===== src/rtl/tp_link_pkg.sv =====
package tp_link_pkg;

  typedef enum logic [1:0] {
    LINK_DOWN = 2'd0,
    LINK_UP   = 2'd1,
    JAB_LOCK  = 2'd2
  } portState_e;

  // strobes from control to the timer datapath
  typedef struct packed {
    logic runJab;
    logic runQuiet;
  } timerCmd_t;

endpackage


===== src/rtl/tpTickCounter.sv =====
module tpTickCounter #(
  parameter int LIMIT = 100
) (
  input  logic clk,
  input  logic rstN,
  input  logic run,
  input  logic tick,
  output logic hit
);
  localparam int W = (LIMIT < 2) ? 1 : $clog2(LIMIT);
  localparam logic [W-1:0] LAST = W'(LIMIT - 1);

  logic [W-1:0] cnt;

  assign hit = run && tick && (cnt == LAST);

  always_ff @(posedge clk) begin
    if (!rstN || !run) begin
      cnt <= '0;
    end else if (tick) begin
      cnt <= hit ? '0 : cnt + 1'b1;
    end
  end

  // count never passes its terminal value
  a_r4_r7_cnt_bound: assert property (@(posedge clk) disable iff (!rstN)
    int'(cnt) < LIMIT);

  // dropping run clears the count
  a_r4_r7_run_clears: assert property (@(posedge clk) disable iff (!rstN)
    !run |=> cnt == '0);

endmodule


===== src/rtl/tpJabTimers.sv =====
module tpJabTimers
  import tp_link_pkg::*;
#(
  parameter int JAB_MS   = 100,
  parameter int UNJAB_MS = 500
) (
  input  logic      clk,
  input  logic      rstN,
  input  logic      msTick,
  input  timerCmd_t cmd,
  output logic      jabHit,
  output logic      quietHit
);

  tpTickCounter #(.LIMIT(JAB_MS)) u_jabCnt (
    .clk  (clk),
    .rstN (rstN),
    .run  (cmd.runJab),
    .tick (msTick),
    .hit  (jabHit)
  );

  tpTickCounter #(.LIMIT(UNJAB_MS)) u_quietCnt (
    .clk  (clk),
    .rstN (rstN),
    .run  (cmd.runQuiet),
    .tick (msTick),
    .hit  (quietHit)
  );

  // the two timers are never both running
  a_r7_exclusive_run: assert property (@(posedge clk) disable iff (!rstN)
    !(cmd.runJab && cmd.runQuiet));

endmodule


===== src/rtl/tpLinkCtrl.sv =====
module tpLinkCtrl
  import tp_link_pkg::*;
(
  input  logic      clk,
  input  logic      rstN,
  input  logic      linkPass,
  input  logic      rxActive,
  input  logic      txActive,
  input  logic      jabClear,
  input  logic      jabHit,
  input  logic      quietHit,
  output timerCmd_t cmd,
  output logic      crs,
  output logic      col,
  output logic      txGate,
  output logic      linkPulseEn,
  output logic      jabberDet
);

  portState_e stateQ, stateD;

  always_comb begin
    stateD = stateQ;
    if (!linkPass) begin
      stateD = LINK_DOWN;
    end else begin
      case (stateQ)
        LINK_DOWN: stateD = LINK_UP;
        LINK_UP:   if (jabHit) stateD = JAB_LOCK;
        JAB_LOCK:  if (quietHit) stateD = LINK_UP;
        default:   stateD = LINK_DOWN;
      endcase
    end
  end

  always_ff @(posedge clk) begin
    if (!rstN) stateQ <= LINK_DOWN;
    else       stateQ <= stateD;
  end

  always_comb begin
    cmd.runJab   = linkPass && (stateQ == LINK_UP) && txActive;
    cmd.runQuiet = linkPass && (stateQ == JAB_LOCK) && !txActive;
  end

  always_comb begin
    crs    = 1'b0;
    col    = 1'b0;
    txGate = 1'b0;
    case (stateQ)
      LINK_UP: begin
        crs    = rxActive;
        col    = rxActive && txActive;
        txGate = 1'b1;
      end
      JAB_LOCK: begin
        crs    = rxActive;
        col    = 1'b1;
        txGate = 1'b0;
      end
      default: ;
    endcase
  end

  always_ff @(posedge clk) begin
    if (!rstN) linkPulseEn <= 1'b0;
    else       linkPulseEn <= 1'b1;
  end

  always_ff @(posedge clk) begin
    if (!rstN)         jabberDet <= 1'b0;
    else if (jabHit)   jabberDet <= 1'b1;
    else if (jabClear) jabberDet <= 1'b0;
  end

  a_r1_down_silent: assert property (@(posedge clk) disable iff (!rstN)
    !linkPass |=> (!crs && !col));

  a_r3_col_alone_only_locked: assert property (@(posedge clk) disable iff (!rstN)
    (col && !rxActive) |-> !txGate);

  a_r6_pulses_stay: assert property (@(posedge clk) disable iff (!rstN)
    linkPulseEn |=> linkPulseEn);

  a_r7_release_opens_gate: assert property (@(posedge clk) disable iff (!rstN)
    quietHit |=> txGate);

  a_r8_set_wins: assert property (@(posedge clk) disable iff (!rstN)
    jabHit |=> jabberDet);

  a_r8_clear_works: assert property (@(posedge clk) disable iff (!rstN)
    (jabClear && !jabHit) |=> !jabberDet);

endmodule


===== src/rtl/tp_port_ctrl.sv =====
module tp_port_ctrl
  import tp_link_pkg::*;
#(
  parameter int JAB_MS   = 100,
  parameter int UNJAB_MS = 500
) (
  input  logic clk,
  input  logic rstN,
  input  logic linkPass,
  input  logic rxActive,
  input  logic txActive,
  input  logic msTick,
  input  logic jabClear,
  output logic crs,
  output logic col,
  output logic txGate,
  output logic linkPulseEn,
  output logic jabberDet
);

  timerCmd_t cmd;
  logic      jabHit;
  logic      quietHit;

  tpLinkCtrl u_ctrl (
    .clk         (clk),
    .rstN        (rstN),
    .linkPass    (linkPass),
    .rxActive    (rxActive),
    .txActive    (txActive),
    .jabClear    (jabClear),
    .jabHit      (jabHit),
    .quietHit    (quietHit),
    .cmd         (cmd),
    .crs         (crs),
    .col         (col),
    .txGate      (txGate),
    .linkPulseEn (linkPulseEn),
    .jabberDet   (jabberDet)
  );

  tpJabTimers #(.JAB_MS(JAB_MS), .UNJAB_MS(UNJAB_MS)) u_timers (
    .clk      (clk),
    .rstN     (rstN),
    .msTick   (msTick),
    .cmd      (cmd),
    .jabHit   (jabHit),
    .quietHit (quietHit)
  );

endmodule


===== config.mk =====
export PLATFORM = sky130hd
export DESIGN_NAME = tp_port_ctrl
export DESIGN_NICKNAME = d
export VERILOG_FILES = /design/src/rtl/tp_link_pkg.sv /design/src/rtl/tpTickCounter.sv /design/src/rtl/tpJabTimers.sv /design/src/rtl/tpLinkCtrl.sv /design/src/rtl/tp_port_ctrl.sv
export SDC_FILE = /design/constraint.sdc
export NUM_CORES = 1
export LEC_CHECK = 0
export BUFFER_PORTS_ARGS = -buffer_cell sky130_fd_sc_hd__buf_2
export CORE_UTILIZATION = 52
export DETAILED_ROUTE_END_ITERATION = 10
export PLACE_DENSITY_LB_ADDON = 0.12
export SYNTH_ARGS = -nofsm -noshare
export SYNTH_HDL_FRONTEND = slang
export SYNTH_SLANG_ARGS = --single-unit

===== constraint.sdc =====
create_clock -name clk -period 1.8 [get_ports clk]
set_input_delay 0.09 -clock clk [delete_from_list [all_inputs] [get_ports clk]]
set_output_delay 0.09 -clock clk [all_outputs]
set_load 0.1 [all_outputs]

==> impl_metrics.json, run 1 <==
{
  "slew_headroom": 0.677,
  "maxSlewViolCount": 0,
  "hold_violations": 0,
  "synth-seq-cells": 20,
  "n_fill_cell": 174,
  "die_h_um": 46.0,
  "nNetsFinal": 133,
  "critPathMaxFanout": 4,
  "grt_usage": 0.192,
  "path_cells": "inv_1, ha_1, a31oi_2, nor2b_4, buf_4",
  "period_needed_ns": 1.71,
  "reg2regPathDepth": 6,
  "hp-start": "jabClear",
  "grt_antenna_before_repair": 0,
  "utilization": 0.665,
  "drt_iter0_drc": 11,
  "overflow": 0,
  "grt_pass1_wl_um": 2840,
  "synth_ff_type": "dfxtp_1",
  "core_area_mm2": 0.00176,
  "fin_crit_sh": 0.949,
  "post_cts_buffers": 0,
  "hp-class": "in2reg",
  "fin_worst_skew_ns": 0.0158,
  "cts_buffers": 3,
  "cts_tree": "yes",
  "synth_adder_area_share": 0.0744,
  "gp_congestion": 0.741,
  "io_buffers": 11,
  "synth_area_leaders": "dfxtp_1 (40%), ha_1 (7.4%), nor2_1 (7.1%)",
  "cts.reportedPaths.clkPinSlew_ns": 0.12,
  "worst-slew-pin-transition_ns": 0.488,
  "rows": 15,
  "synth_xor_area_frac": 0.122,
  "start_util": 0.572,
  "synthMuxAreaShare": 0.00993,
  "postSynthNetCount": 118,
  "synthArstFlopShare": 0,
  "pre_cts_slack_ns": 0.228,
  "postSynthAreaPerCell_um2": 9.60,
  "yosys.area.top_type_share": 0.397,
  "root_buffer": "clkbuf_4",
  "htree_levels": 1,
  "synth_cell_types": 35,
  "start_kind": "flip-flop",
  "grt_pass1_vias": 705,
  "crit_type": "reg2out",
  "dieArea_mm2": 0.00212,
  "dp_hpwl_um": 1330,
  "via_per_inst": 5.15,
  "worstPathRequired_ns": 1.71,
  "rsz0062_at_grt": "false",
  "synth.most_common_cell": "dfxtp_1",
  "setup_viol": 0,
  "wl_per_cell_um": 12.2,
  "clk_latency_ns": 0.30,
  "yosysSeqAreaShare": 0.397,
  "route.detailed.drc": 0,
  "met3_usage": 0.0794,
  "netlist_area_mm2": 0.00101,
  "rr_startpoint": "u_ctrl.stateQ[1]",
  "routed_wl_um": 1760,
  "synth_compound_area_frac": 0.109,
  "dr.pass1.iters": 4,
  "cp-end-kind": "output pin",
  "synthSimpleGateAreaFrac": 0.257,
  "grt_max_degree": 13,
  "clock-sinks": 20,
  "max_cap_viol_count": 0,
  "synth_top_family_by_area": "simple AND/OR/NAND/NOR gates",
  "antenna_left": 0,
  "fin_tns_setup_ns": 0,
  "diodes": 0,
  "via_count": 742,
  "area_growth_pct": 16.3,
  "drive_gt1_frac": 0.210,
  "synth_area_leader_cell": "dfxtp_1",
  "hold_depth": 3,
  "synth_commonest_cells": "dfxtp_1 (20), nor2_1 (19), xnor2_1 (7), xor2_1 (7)",
  "grt_use_met2": 0.327,
  "clockBufferDepth": 2,
  "startpoint": "u_ctrl.stateQ[0]",
  "grt.busiest_layer": "met2",
  "gr-usage-met1": 0.208,
  "power_density_mw_per_mm2": 757,
  "hold_ws_ns": 0.0811,
  "fmax_mhz": 585,
  "io_pins": 12,
  "arrival_ns": 1.62,
  "yosysWarnings": 0,
  "status": "finished clean",
  "ir_drop_mv": 0.562,
  "slowest_stage": "dfxtp_1",
  "synth_edf_count": 0,
  "slowest_delay_ns": 0.43,
  "syn_inst": 105,
  "fin_ws_ns": 0.0913,
  "dieWidth_um": 46.0,
  "power_leakage_nw": 0.405
}
## power breakdown
part,switching [mW],internal (mW),leakage (nW)
Clock,0.139,0.225,0.0279
Sequential,0.00266,0.445,0.162
Combinational,0.0532,0.0223,0.215
## metrics by stage
| step | total power [mW] | std cells | cell area [µm²] |
|---|---|---|---|
| 2_1_floorplan | 0.516 | 105 | 1030 |
| 3_3_place_gp | 0.528 | 139 | 1100 |
| 3_5_place_dp | 0.529 | 139 | 1100 |
| 4_1_cts | 0.889 | 144 | 1160 |
| 5_1_grt | 0.919 | 144 | 1170 |
| 6_report | 0.888 | 144 | 1170 |
## cell families (layout without fill, tap and decap cells)
| group | after synthesis | in the layout |
|---|---|---|
| xor+xnor | 14 | 14 |
| buf+inv | 6 | 20 |
| simple gates | 47 | 47 |
| flops | 20 | 20 |
| compound gates | 11 | 11 |
| fa+ha+maj | 6 | 6 |
| mux | 1 | 1 |
## placed cells by master, fill, tap and decap left out, types with 2 or more instances in the layout
master / count
a211oi_1: 2
buf_2: 9
clkbuf_4: 4
dfxtp_1: 20
ha_1: 5
inv_1: 4
nand2_1: 6
nand2b_1: 2
nand3_1: 2
nand4_1: 3
nand4bb_1: 2
nor2_1: 19
nor3_1: 2
xnor2_1: 7
xor2_1: 7
## flip-flops by register name, summed over array words and instances (netlist names)
| signal | count |
|---|---|
| u_ctrl.jabberDet | 1 |
| u_ctrl.linkPulseEn | 1 |
| u_ctrl.stateQ | 2 |
| u_timers.u_jabCnt.cnt | 7 |
| u_timers.u_quietCnt.cnt | 9 |
## layer usage
layer / share of wire / wire (µm)
met1: 0.46 / 804
met5: 0 / 0
met3: 0.039 / 68
met4: 0.012 / 22
met2: 0.49 / 867
## path summary, 6_finish.rpt
path,slack [ns],endpoint
min,0.08,u_ctrl.jabberDet
max reg2reg,0.18,u_ctrl.stateQ[0]
max,0.09,col
min reg2reg,0.50,u_timers.u_quietCnt.cnt[1]
## critical path: cells and delay by family (launching register included)
family	cells	cell delay (ns)
AOI/OAI and AO/OA	1	0.22
adders and majority gates	1	0.28
buffers and inverters	2	0.33
DFF	1	0.43
and+or+nand+nor	1	0.05
## timing repair
| action | CTS | global route |
|---|---|---|
| hold buffers | 1 | 0 |
| gates resized for setup | 1 | 2 |
| pin swaps | 0 | 0 |
| endpoints found under the setup margin | 1 | 2 |
| endpoints found under the hold margin | 1 | 0 |
## area by class of cell
cell class                      instances  area (µm²)  area share
Multi-Input combinational cell         79         603       0.514
Sequential cell                        20         400       0.342
Timing Repair Buffer                   12        70.1      0.0598
Tap cell                               25        31.3      0.0267
Clock inverter                          1        30.0      0.0256
Clock buffer                            3        22.5      0.0192
Inverter                                4        15.0      0.0128
Note: power is estimated with default switching activity, not from simulation.
==> inputs of run 2 (changes only) <==
- CELL_PAD_IN_SITES_DETAIL_PLACEMENT: not set -> 0
- CELL_PAD_IN_SITES_GLOBAL_PLACEMENT: not set -> 1
- CORE_UTILIZATION: 52 -> 43
- CTS_BUF_LIST: not set -> sky130_fd_sc_hd__clkbuf_8 sky130_fd_sc_hd__clkbuf_16
==> run 2 against run 1 <==
Die area is 20% higher. Flip-flop and latch count stayed put. Clock skew is 0.014 ns lower. Critical path depth stayed put. Critical endpoint unchanged. Final cell count is 1.4% higher. Fmax is 1.1% higher. Power is 9.0% lower. Global-route usage is 3.7 points lower. Sequential share of layout area is 0.29 points higher. Routed wire length is 3.0% lower. Non-clock buffer count stayed put. Register-to-register slack better by 0.03 ns. Largest power group unchanged.
==> impl_metrics.json, run 2 (same netlist as run 1, synthesis figures left out) <==
{
  "nNetsFinal": 133,
  "via_count": 736,
  "max_cap_viol_count": 0,
  "gp_congestion": 0.711,
  "met3_usage": 0.0485,
  "fin_ws_ns": 0.110,
  "hold_depth": 3,
  "grt_use_met2": 0.251,
  "diodes": 0,
  "grt_pass1_wl_um": 2930,
  "root_buffer": "clkbuf_8",
  "overflow": 0,
  "via_per_inst": 5.04,
  "fin_crit_sh": 0.939,
  "power_leakage_nw": 0.399,
  "cts_tree": "yes",
  "fin_tns_setup_ns": 0,
  "n_fill_cell": 222,
  "route.detailed.drc": 0,
  "status": "finished clean",
  "antenna_left": 0,
  "area_growth_pct": 15.3,
  "fin_cells": 146,
  "rows": 17,
  "fin_worst_skew_ns": 0.00171,
  "grt.busiest_layer": "met2",
  "dr.pass1.iters": 4,
  "rsz0062_at_grt": "false",
  "clockBufferDepth": 2,
  "clock-sinks": 20,
  "dieArea_mm2": 0.00254,
  "setup_viol": 0,
  "rr_startpoint": "u_ctrl.stateQ[1]",
  "reg2regPathDepth": 6,
  "power_density_mw_per_mm2": 695,
  "start_kind": "flip-flop",
  "fmax_mhz": 592,
  "maxSlewViolCount": 0,
  "crit_type": "reg2out",
  "reg2reg_to": "u_ctrl.stateQ[0]",
  "dieWidth_um": 50.4,
  "startpoint": "u_ctrl.stateQ[0]",
  "cts_buffers": 3,
  "dp_hpwl_um": 1340,
  "ir_drop_mv": 0.470,
  "layout_common_cells": "dfxtp_1 (20), nor2_1 (19), buf_2 (10)",
  "worstPathRequired_ns": 1.71,
  "critPathMaxFanout": 4,
  "io_buffers": 11,
  "htree_levels": 1,
  "post_cts_buffers": 0,
  "core_area_mm2": 0.00221,
  "largest_reg_flops": 9,
  "routed_wl_um": 1710,
  "largest_registers": "u_timers.u_quietCnt.cnt (9), u_timers.u_jabCnt.cnt (7), u_ctrl.stateQ (2)",
  "hold_violations": 0,
  "die_h_um": 50.4,
  "start_util": 0.456,
  "wl_per_cell_um": 11.7,
  "slew_headroom": 0.680,
  "grt_antenna_before_repair": 0,
  "regMostFlops": "u_timers.u_quietCnt.cnt",
  "clk_latency_ns": 0.25,
  "hp-class": "in2reg",
  "grt_pass1_vias": 711,
  "dp_cells": 142,
  "io_pins": 12,
  "drive_gt1_frac": 0.203,
  "pre_cts_slack_ns": 0.235,
  "reg2reg_slack_ns": 0.21,
  "worst-slew-pin-transition_ns": 0.484,
  "arrival_ns": 1.60,
  "drt_iter0_drc": 5,
  "gr-usage-met1": 0.181,
  "period_needed_ns": 1.69,
  "cts.reportedPaths.clkPinSlew_ns": 0.07,
  "final_common_cell": "dfxtp_1",
  "grt_usage": 0.155,
  "crit_end": "col",
  "cp-end-kind": "output pin",
  "grt_max_degree": 12
}
run 2: changes by cell type in the layout (fill, tap and decap cells not counted), sizes merged:
cell / before / now
bufinv: 1 / 0
run 2: repair_timing:
item                                    4_1_cts  5_1_grt
gates resized for setup                       0        2
hold endpoints to repair                      1        0
endpoints found under the setup margin        0        1
hold buffers                                  1        0
run 2: power breakdown:
part / internal [mW] / switching (mW)
registers: 0.445 / 0.00247
clock network: 0.149 / 0.137
logic: 0.0216 / 0.0525
total: 0.616 / 0.192
run 2: layout make-up:
cell class	instances	area [µm²]	area share
Clock buffer	3	41.3	0.0355
Timing Repair Buffer	12	67.6	0.0581
Tap cell	28	35.0	0.0301
Multi-Input combinational cell	79	603	0.519
Inverter	4	15.0	0.0129
Sequential cell	20	400	0.344
run 2: worst max-delay path, cell delays in order (launching register included):
cell,delay (ns)
dfxtp_1,0.40
inv_1,0.10
ha_1,0.29
a31oi_2,0.22
nor2b_4,0.05
clkbuf_4,0.27
run 2: how the worst min path moves through the flow:
stage / start / end / slack (ns)
floorplan: rstN / u_ctrl.linkPulseEn / 0.12
global placement: rstN / u_ctrl.linkPulseEn / 0.22
detailed placement: rstN / u_ctrl.linkPulseEn / 0.23
CTS: jabClear / u_ctrl.jabberDet / 0.15
global route: jabClear / u_ctrl.jabberDet / 0.15
finish: jabClear / u_ctrl.jabberDet / 0.15
run 2: metal layers:
metal  vias to the layer above  part of all wire
met5                         -                 0
met4                         0             0.015
met3                         4             0.029
met2                        12              0.47
met1                       335              0.49
li1                        385                 -
run 2: metrics by stage:
| stage | utilization | cell area [µm²] | power, mW | hold WS, ns |
|---|---|---|---|---|
| after floorplan | - | 1030 | 0.516 | 0.118 |
| after global routing | 0.525 | 1160 | 0.847 | 0.149 |
| after global placement | 0.498 | 1100 | 0.529 | 0.225 |
| after detailed placement | 0.498 | 1100 | 0.530 | 0.232 |
| final | 0.525 | 1160 | 0.808 | 0.147 |
| after CTS | 0.521 | 1150 | 0.815 | 0.149 |
==> inputs of run 3 (changes only) <==
- RECOVER_POWER: not set -> 100
- SYNTH_HIERARCHICAL: not set -> 1
==> run 3 against run 2 <==
Clock skew increased by 0.0011 ns. Final cell count increased by 18%. Fmax fell by 1.5%. Clock power up 21%. Critical endpoint is now u_ctrl/stateQ[0]. Core utilization up 6.1 points. Largest power group unchanged. Power is 6.9% higher. Non-clock buffer count is 13 higher. Cell area is 15% higher. Critical path depth grew 2. Clock-buffer cell count rose by 1. Area after synthesis is 5.3% higher.
==> impl_metrics.json, run 3 <==
{
  "synth_cell_types": 34,
  "p_switching_uw": 201,
  "layout_common_cells": "dfxtp_1 (14), buf_4 (13), nand2_1 (10), nor2_1 (10), buf_2 (8)",
  "reg2reg_slack_ns": 0.08,
  "overflow": 0,
  "reg2reg_to": "u_ctrl/stateQ[0]",
  "grt_antenna_before_repair": 0,
  "regMostFlops": "u_timers/u_quietCnt/cnt",
  "synth_compound_area_frac": 0.151,
  "synth_top_family_by_area": "simple AND/OR/NAND/NOR gates",
  "path_depth": 7,
  "power_leakage_nw": 0.476,
  "postSynthAreaPerCell_um2": 9.16,
  "cp-end-kind": "flip-flop",
  "fin_crit_sh": 0.953,
  "synth_ff_type": "dfxtp_1",
  "synthMuxAreaShare": 0.00942,
  "cts_buffers": 3,
  "drt_iter0_drc": 23,
  "via_per_inst": 5.22,
  "power_density_mw_per_mm2": 647,
  "dieArea_mm2": 0.00267,
  "worstPathRequired_ns": 1.99,
  "hold_violations": 0,
  "dieWidth_um": 51.7,
  "wl_per_cell_um": 12.4,
  "htree_levels": 1,
  "clockBufferDepth": 2,
  "worst-slew-pin-transition_ns": 1.16,
  "synth.most_common_cell": "dfxtp_1",
  "synth_area_leaders": "dfxtp_1 (38%), ha_1 (9.4%), xor2_1 (4.9%)",
  "synthArstFlopShare": 0,
  "crit_buf_inv": 0,
  "diodes": 0,
  "p_seq_frac": 0.517,
  "root_buffer": "clkbuf_8",
  "area_growth_pct": 25.7,
  "antenna_left": 0,
  "status": "finished clean",
  "critPathTopFamily": "simple AND/OR/NAND/NOR gates",
  "io_buffers": 11,
  "synth_commonest_cells": "dfxtp_1 (20), nor2_1 (11), nand2_1 (10)",
  "whs_endpoint": "u_ctrl/stateQ[0]",
  "grt_max_degree": 12,
  "internal_power_uw": 663,
  "clock-sinks": 20,
  "via_count": 898,
  "p_comb_frac": 0.084,
  "path_cells": "ha_2, nand2_1, nor2_2, and4_4, nor2b_4, or4_1, a21oi_1",
  "period_needed_ns": 1.72,
  "slowest_stage": "or4_1",
  "die_h_um": 51.7,
  "yosys.area.top_type_share": 0.377,
  "slew_headroom": 0.231,
  "routed_wl_um": 2130,
  "largest_reg_flops": 9,
  "dp_cells": 165,
  "hp-class": "in2reg",
  "reg2regPathDepth": 7,
  "hold_depth": 3,
  "critPathMaxFanout": 4,
  "ir_drop_mv": 0.432,
  "postSynthNetCount": 131,
  "route.detailed.drc": 0,
  "rows": 17,
  "clockPowerShare": 0.399,
  "fin_ws_ns": 0.0838,
  "largest_registers": "u_timers/u_quietCnt/cnt (9), u_timers/u_jabCnt/cnt (7), u_ctrl/stateQ (2)",
  "synth-seq-cells": 20,
  "nNetsFinal": 160,
  "slowest_delay_ns": 0.50,
  "fmax_mhz": 583,
  "fin_cells": 172,
  "start_kind": "flip-flop",
  "arrival_ns": 1.91,
  "max_cap_viol_count": 0,
  "synth_adder_area_share": 0.0942,
  "synthSimpleGateAreaFrac": 0.286,
  "maxSlewViolCount": 0,
  "setup_viol": 0,
  "synth_area_leader_cell": "dfxtp_1",
  "clk_latency_ns": 0.26,
  "crit_type": "reg2reg",
  "core_area_mm2": 0.00228,
  "grt_pass1_wl_um": 3600,
  "p_sw_frac": 0.232,
  "drive_gt1_frac": 0.313,
  "yosysSeqAreaShare": 0.377,
  "io_pins": 12,
  "pre_cts_slack_ns": -0.00801,
  "synth_xor_area_frac": 0.0577,
  "gp_congestion": 0.792,
  "grt_usage": 0.186,
  "dp_hpwl_um": 1580,
  "cts.reportedPaths.clkPinSlew_ns": 0.07,
  "synth_edf_count": 0,
  "netlist_area_mm2": 0.00106,
  "fin_worst_skew_ns": 0.00281,
  "rsz0062_at_grt": "false",
  "final_common_cell": "dfxtp_1",
  "start_util": 0.467,
  "cts_tree": "yes",
  "yosysWarnings": 6,
  "hp-start": "linkPass",
  "grt_pass1_vias": 827,
  "dr.pass1.iters": 4,
  "rr_startpoint": "u_ctrl/stateQ[1]",
  "syn_inst": 116
}
-- run 3: changes by cell type in the layout (fill, tap and decap cells not counted), sizes merged, moves of 3 or more --
cell    delta
or3        +3
clkbuf     +3
buf       +11
and2       +3
o21ai      +5
nor2       -8
nor2b      +3
xnor2      -6
nand2      +3
a21oi      +5
-- run 3: through the flow --
step	utilization	hold slack [ns]	instance area, µm²	power, mW	setup TNS (ns)
detailed placement	0.540	0.267	1230	0.527	-0.00801
finish	0.587	0.100	1340	0.863	0
global placement	0.540	0.275	1230	0.526	0
floorplan	-	0.118	1070	0.506	-0.255
global route	0.587	0.0924	1340	0.905	0
CTS	0.570	0.0902	1300	0.878	0
-- run 3: worst min-delay path, cell delays in order --
cell	delay, ns
buf_2	0.12
nand2_1	0.08
a21oi_1	0.04
-- run 3: cell type report --
| cell class | count | area, µm² |
|---|---|---|
| Tap cell | 28 | 35.0 |
| Inverter | 4 | 15.0 |
| Clock buffer | 4 | 55.1 |
| Multi-Input combinational cell | 91 | 662 |
| Fill cell | 215 | 941 |
| Timing Repair Buffer | 25 | 160 |
| Sequential cell | 20 | 408 |
-- run 3: power groups by stage --
stage               Sequential [mW]  Clock (mW)  Combinational (mW)
global placement              0.456           0              0.0700
global route                  0.447       0.381              0.0772
finish                        0.447       0.345              0.0721
floorplan                     0.466           0              0.0400
CTS                           0.446       0.360              0.0725
detailed placement            0.456           0              0.0703
-- run 3: kinds of logic after synthesis --
group / Yosys count
and+or+nand+nor: 53
AOI/OAI and AO/OA: 22
DFF: 20
adders and majority gates: 8
xor gates and xnor gates: 7
buffers and inverters: 5
muxes: 1
-- run 3: worst max-delay path by stage --
stage                     slack [ns]          endpoint                       start
final                           0.08  u_ctrl/stateQ[0]            u_ctrl/stateQ[1]
after global routing           0.002  u_ctrl/stateQ[0]  u_timers/u_quietCnt/cnt[0]
after CTS                      0.006  u_ctrl/stateQ[0]    u_timers/u_jabCnt/cnt[0]
after floorplan                -0.25  u_ctrl/stateQ[0]            u_ctrl/stateQ[1]
after detailed placement      -0.008  u_ctrl/stateQ[0]            u_ctrl/stateQ[1]
after global placement          0.04  u_ctrl/stateQ[0]            u_ctrl/stateQ[1]
-- run 3: metal layers --
| layer | vias to the layer above | global-route usage | wire length (µm) |
|---|---|---|---|
| met5 | - | 0 | 0 |
| met4 | 0 | 0.108 | 31 |
| met3 | 4 | 0.0439 | 89 |
| met2 | 19 | 0.290 | 947 |
| met1 | 403 | 0.231 | 1060 |
| li1 | 472 | - | - |
-- run 3: timing repair --
item                                    4_1_cts  5_1_grt
hold buffers                                  1        0
endpoints found under the setup margin        1        2
gates resized for setup                       2       12
buffers inserted                              0        2
endpoints found under the hold margin         1        0
pin swaps                                     1        3
